--- src/rtl/wbb_pkg.sv ---
package wbb_pkg;
  localparam int LANES = 4;
  typedef enum logic [1:0] {
    ST_IDLE,
    ST_STEP,
    ST_ACK
  } seq_state_t;
endpackage

--- src/rtl/wbb_decode.sv ---
module wbb_decode #(
  parameter int BLOCK_BITS = 20,
  parameter int NUM_REGS   = 22,
  parameter int IDX_W      = 5
) (
  input  logic [BLOCK_BITS-1:0] word_off,
  input  logic [1:0]            step,
  output logic [IDX_W-1:0]      idx,
  output logic                  hit
);
  logic [BLOCK_BITS-1:0] byte_off;

  always_comb begin
    byte_off = {word_off[BLOCK_BITS-1:2], step};
    hit      = byte_off < BLOCK_BITS'(NUM_REGS);
    idx      = byte_off[IDX_W-1:0];
  end
endmodule

--- src/rtl/wbb_regfile.sv ---
module wbb_regfile #(
  parameter int NUM_REGS = 22,
  parameter int IDX_W    = 5,
  parameter int SP_AW    = 8
) (
  input  logic             clk,
  input  logic             rst,
  input  logic             bus_we,
  input  logic [IDX_W-1:0] bus_idx,
  input  logic [7:0]       bus_wdata,
  output logic [7:0]       bus_rdata,
  input  logic             sp_wen,
  input  logic [SP_AW-1:0] sp_addr,
  input  logic [7:0]       sp_wdata,
  output logic [7:0]       sp_rdata
);
  logic [7:0] regs [NUM_REGS];

  // second port wins a same-edge collision
  always_ff @(posedge clk) begin
    for (int i = 0; i < NUM_REGS; i++) begin
      if (rst)
        regs[i] <= 8'h00;
      else if (sp_wen && sp_addr == SP_AW'(i))
        regs[i] <= sp_wdata;
      else if (bus_we && bus_idx == IDX_W'(i))
        regs[i] <= bus_wdata;
    end
  end

  always_comb begin
    bus_rdata = 8'h00;
    sp_rdata  = 8'h00;
    for (int i = 0; i < NUM_REGS; i++) begin
      if (bus_idx == IDX_W'(i)) bus_rdata = regs[i];
      if (sp_addr == SP_AW'(i)) sp_rdata = regs[i];
    end
  end
endmodule

--- src/rtl/wbb_seq.sv ---
module wbb_seq
  import wbb_pkg::*;
#(
  parameter logic [31:0] BASE_ADDR  = 32'h2600_0000,
  parameter int          BLOCK_BITS = 20
) (
  input  logic                  clk,
  input  logic                  rst,
  input  logic                  cyc_i,
  input  logic                  stb_i,
  input  logic                  we_i,
  input  logic [3:0]            sel_i,
  input  logic [31:0]           adr_i,
  input  logic [31:0]           dat_i,
  input  logic [7:0]            rbyte,
  input  logic                  rhit,
  output logic                  step_wr,
  output logic [1:0]            step,
  output logic [7:0]            wbyte,
  output logic [BLOCK_BITS-1:0] word_off,
  output logic                  ack_o,
  output logic [31:0]           dat_o
);
  seq_state_t                state;
  logic                      req, in_block, step_go;
  logic                      we_q;
  logic [3:0]                sel_q;
  logic [LANES-1:0][7:0]     wdat_q;
  logic [LANES-1:0][7:0]     hold;

  always_comb begin
    req      = cyc_i && stb_i;
    in_block = adr_i[31:BLOCK_BITS] == BASE_ADDR[31:BLOCK_BITS];
    step_go  = (state == ST_STEP) && req;
    step_wr  = step_go && we_q && sel_q[step];
    wbyte    = wdat_q[step];
    ack_o    = (state == ST_ACK);
    dat_o    = ack_o ? hold : 32'h0;
  end

  always_ff @(posedge clk) begin
    if (rst) begin
      state    <= ST_IDLE;
      step     <= 2'd0;
      we_q     <= 1'b0;
      sel_q    <= 4'h0;
      wdat_q   <= '0;
      word_off <= '0;
      hold     <= '0;
    end else begin
      unique case (state)
        ST_IDLE: begin
          if (req && in_block) begin
            state    <= ST_STEP;
            step     <= 2'd0;
            we_q     <= we_i;
            sel_q    <= sel_i;
            wdat_q   <= dat_i;
            word_off <= {adr_i[BLOCK_BITS-1:2], 2'b00};
            hold     <= '0;
          end
        end
        ST_STEP: begin
          if (!req) begin
            state <= ST_IDLE;
          end else begin
            if (!we_q) hold[step] <= rhit ? rbyte : 8'h00;
            if (step == 2'd3) state <= ST_ACK;
            else              step  <= 2'(step + 2'd1);
          end
        end
        ST_ACK:  state <= ST_IDLE;
        default: state <= ST_IDLE;
      endcase
    end
  end
endmodule

--- src/rtl/wb_byte_bridge.sv ---
module wb_byte_bridge #(
  parameter logic [31:0] BASE_ADDR  = 32'h2600_0000,
  parameter int          BLOCK_BITS = 20,
  parameter int          NUM_REGS   = 22,
  parameter int          SP_AW      = 8
) (
  input  logic             clk,
  input  logic             rst,
  input  logic             cyc_i,
  input  logic             stb_i,
  input  logic             we_i,
  input  logic [3:0]       sel_i,
  input  logic [31:0]      adr_i,
  input  logic [31:0]      dat_i,
  output logic [31:0]      dat_o,
  output logic             ack_o,
  input  logic             sp_wen,
  input  logic [SP_AW-1:0] sp_addr,
  input  logic [7:0]       sp_wdata,
  output logic [7:0]       sp_rdata
);
  localparam int IDX_W = (NUM_REGS > 1) ? $clog2(NUM_REGS) : 1;

  logic                  step_wr, hit, bus_we;
  logic [1:0]            step;
  logic [7:0]            wbyte, rbyte;
  logic [BLOCK_BITS-1:0] word_off;
  logic [IDX_W-1:0]      idx;

  assign bus_we = step_wr && hit;

  wbb_seq #(.BASE_ADDR(BASE_ADDR), .BLOCK_BITS(BLOCK_BITS)) u_seq (
    .clk(clk), .rst(rst), .cyc_i(cyc_i), .stb_i(stb_i), .we_i(we_i),
    .sel_i(sel_i), .adr_i(adr_i), .dat_i(dat_i), .rbyte(rbyte), .rhit(hit),
    .step_wr(step_wr), .step(step), .wbyte(wbyte), .word_off(word_off),
    .ack_o(ack_o), .dat_o(dat_o)
  );

  wbb_decode #(.BLOCK_BITS(BLOCK_BITS), .NUM_REGS(NUM_REGS), .IDX_W(IDX_W)) u_dec (
    .word_off(word_off), .step(step), .idx(idx), .hit(hit)
  );

  wbb_regfile #(.NUM_REGS(NUM_REGS), .IDX_W(IDX_W), .SP_AW(SP_AW)) u_rf (
    .clk(clk), .rst(rst), .bus_we(bus_we), .bus_idx(idx), .bus_wdata(wbyte),
    .bus_rdata(rbyte), .sp_wen(sp_wen), .sp_addr(sp_addr),
    .sp_wdata(sp_wdata), .sp_rdata(sp_rdata)
  );
endmodule

--- config.mk ---
export PLATFORM = sky130hd
export DESIGN_NAME = wb_byte_bridge
export DESIGN_NICKNAME = d
export VERILOG_FILES = /design/src/rtl/wbb_pkg.sv /design/src/rtl/wbb_decode.sv /design/src/rtl/wbb_regfile.sv /design/src/rtl/wbb_seq.sv /design/src/rtl/wb_byte_bridge.sv
export SDC_FILE = /design/constraint.sdc
export NUM_CORES = 1
export LEC_CHECK = 0
export BUFFER_PORTS_ARGS = -buffer_cell sky130_fd_sc_hd__buf_2
export CORE_UTILIZATION = 35
export CTS_CLUSTER_SIZE = 40
export DETAILED_ROUTE_END_ITERATION = 8
export PLACE_DENSITY = 0.58
export SLEW_MARGIN = 20
export SYNTH_ARGS = -nofsm -noshare
export SYNTH_HDL_FRONTEND = slang
export SYNTH_SLANG_ARGS = --single-unit
--- constraint.sdc ---
create_clock -name clk -period 2.9 [get_ports clk]
set_clock_uncertainty 0.05 [all_clocks]
set_input_delay 0.145 -clock clk [delete_from_list [all_inputs] [get_ports clk]]
set_output_delay 0.145 -clock clk [all_outputs]
set_load 0.03 [all_outputs]
# Yosys cells after proc, flatten, opt, wreduce, memory -nomap -nowiden
# Memory sizes are Yosys's and may differ from the RTL's.
# Index checks and enable logic that the tools add are counted.
[word_totals] regBits=91 ramBits=176 input_bits=90 output_inout_bits=41 n_memories=1
[classes] n_addsub=1 n_lt_le_gt_ge=3 eq_ne=51 n_mux=265 n_bitwise=44 reduce_logical=59
[memory_table] name="u_rf.regs" words=22 width=8 rd=22 rd_ports_with_merged_regs=0 wr=22 line="wbb_regfile.sv:17" text="logic [7:0] regs [NUM_REGS];"
[ops] op="2-to-1 mux 8 bit" count=91
[ops] op="2-to-1 mux 1 bit" count=157
[ops] op="2-to-1 mux 32 bit" count=4
[ops] op="== test 8 x 4 -> 1 bit (second input constant)" count=8
[ops] op="one-hot mux 32 bit (2 select lines)" count=1
[ops] op="logical AND 1 bit" count=51
[ops] op="== test 8 x 5 -> 1 bit (second input constant)" count=6
[ops] op="OR 1 bit" count=44
[ops] op="== test 5 x 4 -> 1 bit (second input constant)" count=8
[ops] op="bitwise mux 32 bit" count=1
[ops] op="== test 8 x 3 -> 1 bit (second input constant)" count=4
[ops] op="== test 5 bit (second input constant)" count=6
[ops] op="== test 5 x 3 -> 1 bit (second input constant)" count=4
[ops] op="< comparator 20 x 5 -> 1 bit (second input constant)" count=1
[ops] op="binary-select mux 8 bit (select 2 bit)" count=1
[ops] op="demux 8 bit (select 2 bit)" count=1
[ops] op="== test 8 x 2 -> 1 bit (second input constant)" count=2
[ops] op="== test 12 x 10 -> 1 bit (second input constant)" count=1
[ops] op="2-to-1 mux 2 bit" count=6
[ops] op="== test 5 x 2 -> 1 bit (second input constant)" count=2
[ops] op="== test 8 x 1 -> 1 bit (second input constant)" count=1
[ops] op="zero test 8 bit" count=1
[ops] op="one-hot mux 2 bit (2 select lines)" count=2
[ops] op="AND reduction 4 bit" count=2
[ops] op="other kinds (14)" count=18

# Longest topological paths before layout
[depth] word_depth=28 ltp_mapped=13 depth_no_buf=9

# Modules after synthesis
# Synthesis repeated with hierarchy kept, for this count alone.
[unflattened] cells_unflattened=1570 hier_area_um2=15725.1
[by_module_without_submodules] module="wbb_regfile" n_inst=1 cells_per_inst=1155 area_each_um2=11820.1 seq_area_each_um2=5285.1
[by_module_without_submodules] module="wbb_seq" n_inst=1 cells_per_inst=402 area_each_um2=3812.4 seq_area_each_um2=1821.7
[by_module_without_submodules] module="wbb_decode" n_inst=1 cells_per_inst=12 area_each_um2=86.3 seq_area_each_um2=0.0
[by_module_without_submodules] module="wb_byte_bridge" n_inst=1 cells_per_inst=1 area_each_um2=6.3 seq_area_each_um2=0.0

# Least setup slack after synthesis
# Ideal clock, no wire load.
[synth_timing] kind="reg2reg" start="reg u_seq.step[1]" end="reg u_seq.hold[22] (netlist name)" arrival_time_ps=2495 path_slack_ps=232 stages_incl_launch_ff=12 n_path_buf=2 synth_period_minus_slack_ps=2668 path_cell_list="dfxtp_1 > buf_1 > inv_1 > ha_1 > nand2b_1 > buf_2 > nor2_1 > a221oi_1 > nor3_1 > or4_1 > a22oi_2 > o21ai_1"
[synth_via] elab_chain_len=28
[synth_rtl] item="from (decl)" line="wbb_seq.sv:18" text="output logic [1:0] step,"
[synth_rtl] item="from (signal assigned)" line="wbb_seq.sv:69" text="else step <= 2'(step + 2'd1);"
[synth_rtl] item="zero test 5 bit" line="wbb_regfile.sv:35" text="if (bus_idx == IDX_W'(i)) bus_rdata = regs[i];"
[synth_rtl] item="2-to-1 mux 8 bit (22 in series)" line="wbb_regfile.sv:35"
[synth_rtl] item="2-to-1 mux 8 bit" line="wbb_seq.sv:67" text="if (!we_q) hold[step] <= rhit ? rbyte : 8'h00;"
[synth_rtl] item="bitwise mux 32 bit *" line="wbb_seq.sv:67"
[synth_rtl] item="2-to-1 mux 32 bit *" line="wbb_seq.sv:67"
[synth_rtl] item="2-to-1 mux 32 bit *" line="wbb_seq.sv:64" text="if (!req) begin"
[synth_rtl] item="one-hot mux 32 bit (2 select lines) *" line="wbb_seq.sv:51" text="unique case (state)"
[synth_rtl] item="to (signal, indexed assignment)" line="wbb_seq.sv:67"
[synth_rtl] item="to (decl)" line="wbb_seq.sv:29" text="logic [LANES-1:0][7:0] hold;"
# Every way passes the cells marked *; elsewhere a longest branch is shown, timed or not. The select of a mux whose other input is x is not followed.
# A chain may end at the register's enable or synchronous reset.

==> key figures <==
Die
  • I/O Pins: 131
  • Initial core utilization: 35.77%
  • Core Rows: 77
  • Die area: 46450 sq um
  • Die height: 215.5 um
  • Die X: 215.5 um
  • CORE AREA: 44610 sq um

Clock network
  • Longest Clk Path Bufs: 3
  • Clk Latency, worst-skew pair: 0.59 ns
  • Num CTS Buffers: 29
  • TritonCTS clock tree: built
  • Clk sinks: 267
  • Max H-tree Level: 1
  • CTS Root Cell: clkbuf_16
  • Worst-path clk slew: 0.06 ns

Global routing
  • Total GRT Usage: 30.31%
  • Vias in the first global route: 14826
  • Largest net degree at the start of global routing: 76
  • First-pass GRT wire length: 103.9 mm
  • Initial antenna violation count: 2
  • GRT overflow: 0

Pwr
  • VDD IR max: 0.4295 mV
  • Power per cell area: 440.3 nW/um^2
  • Design Power: 8811 uW
  • Static Leakage: 0.007766 uW

Synthesis
  • Synth top area cells: edfxtp_1 33%, dfxtp_1 11%, a22o_1 10%, mux2i_1 4.5%, nor2_1 3.9%
  • Syn_nets: 1672
  • EDFF count, synth: 176
  • Post-synthesis async set-or-reset flop share: 0%
  • Most used DFF post-synth: edfxtp_1
  • Post-Synthesis Cells: 1578
  • Synth area leader: edfxtp_1
  • Sequential share of the synthesized area: 44.54%
  • Avg Cell Area, Syn: 10.11 sq um
  • Synth warn: 0
  • Area share of the largest cell type after synthesis: 33.12%
  • Cell Area, Synth: 15960 sq um
  • Synth cell types: 96
  • FF+latch count, synth: 267

Detailed routing
  • Drt wl/cell: 29.22 um
  • Detail Route Antenna Nets: 0
  • Post-detailed-routing wire length: 71.71 mm
  • Via-to-Cell Ratio: 6.311
  • DRC viols: 0
  • Vias after detailed routing: 15486
  • DR iter-0 viols: 1712
  • Pre-antenna DRT Iters: 5

Placed design
  • Routability cong.: 1.037
  • Setup Slack @ Placement: -0.2040 ns
  • Buffers on Ports: 128
  • Hpwl dp: 52.78 mm

STA
  • Tmin final: 2.865 ns
  • Setup violations, final: 0
  • Relative slew slack: 37.53%
  • Hold Fails Final Rpt: 0
  • Fin. max-slew vios: 0
  • Fmax: 349.0 MHz
  • Setup total negative slack: 0 ns
  • RSZ-0062 raised after global routing: true
  • Period utilization: 98.81%
  • Worst setup margin: 0.03460 ns
  • Slew at the pin closest to its max-slew limit: 0.9371 ns

Finish
  • Area grow syn2layout: 25.41%
  • Final layout net count: 1933
  • Ant. Diodes: 0
  • Commonest non-fill, non-tap cell in the layout: a22o_1
  • Final Util: 44.87%
  • Layout cell share with drive strength beyond 1: 25.83%
  • Filler cell count: 4257
  • Most frequent cells in the layout: 185 x a22o_1, 184 x buf_4, 176 x edfxtp_1

Critical path
  • CP required: 2.71 ns
  • CP Class: reg2out
  • Worst Reg-to-Reg Cells: 10
  • Critical path, cell by cell: mux2_2, a22oi_2, o221ai_2, a31oi_4, o21ai_2, a221oi_2, o21ai_1, buf_2
  • CP peak stage delay: 0.43 ns
  • CP Max Fanout: 2
  • Type of origin of the critical path: register
  • Critical path endpoint category: output pin
  • Worst Path Arrival: 2.67 ns
  • Crit-path slowest cell: edfxtp_1

Status
  • Status: finished clean

Hold path
  • Worst hold path class: in2reg
  • Hold Crit Depth: 5

Job
  • Max_cap viols: 0
-- path summary, 6_finish.rpt --
path / start / endpoint / slack (ns)
hold reg to reg: u_seq.hold[14] / u_seq.hold[14] / 0.39
setup / recovery: u_rf.regs[0][23] / sp_rdata[7] / 0.03
setup reg to reg: u_seq.step[1] / u_seq.hold[1] / 0.08
hold / removal: rst / u_seq.hold[25] / 0.04
-- worst max-delay path: cells and delay by family, from the launching register on --
kind	cells	cell delay, ns
compound gates	6	1.15
flops	1	0.43
mux	1	0.30
buf+inv	1	0.21
-- registers in the layout, indices dropped and copies added, names as in the netlist --
name / count
u_seq.step: 2
u_seq.state: 2
u_rf.regs: 176
u_seq.word_off: 18
u_seq.wdat_q: 32
u_seq.sel_q: 4
u_seq.we_q: 1
u_seq.hold: 32
-- per-layer routing --
layer | wire, um | global-route usage [%] | share of wire (%) | vias up
met2 | 31750 | 47.47 | 44 | 980
li1 | - | - | - | 6668
met4 | 3514 | 12.65 | 4.9 | 4
met3 | 6512 | 4.975 | 9.1 | 196
met1 | 29900 | 41.42 | 42 | 7638
met5 | 28 | 0 | 0.039 | -
-- repair_timing --
action                     in CTS  in global routing
hold endpoints to repair       56                  0
setup buffers                   5                 10
setup endpoints to repair      50                 83
hold buffers                   57                  0
gates resized for setup        31                 35
pin swaps                       8                 12
-- logic make-up (layout without fill, tap and decap cells) --
logic type | after synthesis | count (layout) | share of synthesized area [%]
AO/OA/AOI/OAI | 560 | 560 | 26.79
adder cells (fa/ha/maj) | 4 | 4 | 0.3136
buffers and inverters | 169 | 453 | 4.673
flip-flops | 267 | 267 | 44.54
multiplexers | 106 | 106 | 8.193
AND/OR/NAND/NOR | 472 | 472 | 15.49
-- power by group --
part           leakage [uW]  internal, uW  switching (uW)
clock              0.000454          2130            1580
sequential          0.00240          4180             161
combinational       0.00491           290             467
total               0.00777          6600            2210
-- cell type report --
class	count	area, sq um	area share, %
clock inverters	17	172.7	0.8628
repair buffers	373	2711	13.55
inverters	26	97.59	0.4877
clock buffers	37	765.7	3.826
flip-flops and latches	267	7109	35.52
multi-input cells	1142	8416	42.05
well taps	592	740.7	3.701
-- through the flow --
step           hold WS (ns)  instance area, sq um  std cells
4_1_cts             0.03332                 19780       2445
3_5_place_dp         0.3311                 18080       2329
3_3_place_gp         0.3248                 18080       2329
5_1_grt             0.04348                 20010       2454
6_report            0.04128                 20010       2454
2_1_floorplan        0.2389                 15960       1578
-- synthesized netlist by cell type (11+ instances only) --
cell type	n
nor3_1	11
inv_1	25
a211o_1	14
dfxtp_1	91
a22o_1	185
a22oi_1	13
buf_1	11
o21ai_1	29
clkbuf_1	76
mux2_2	17
o221ai_1	12
nand2b_1	23
and3_1	12
nor2_1	165
mux2i_1	71
o22ai_1	24
nand3_1	35
and2_1	36
nor2b_1	25
nand2_1	89
a221oi_1	14
buf_2	47
mux4_2	18
a21oi_1	89
edfxtp_1	176
o21ai_0	65
Power figures use the tool's default switching activity.
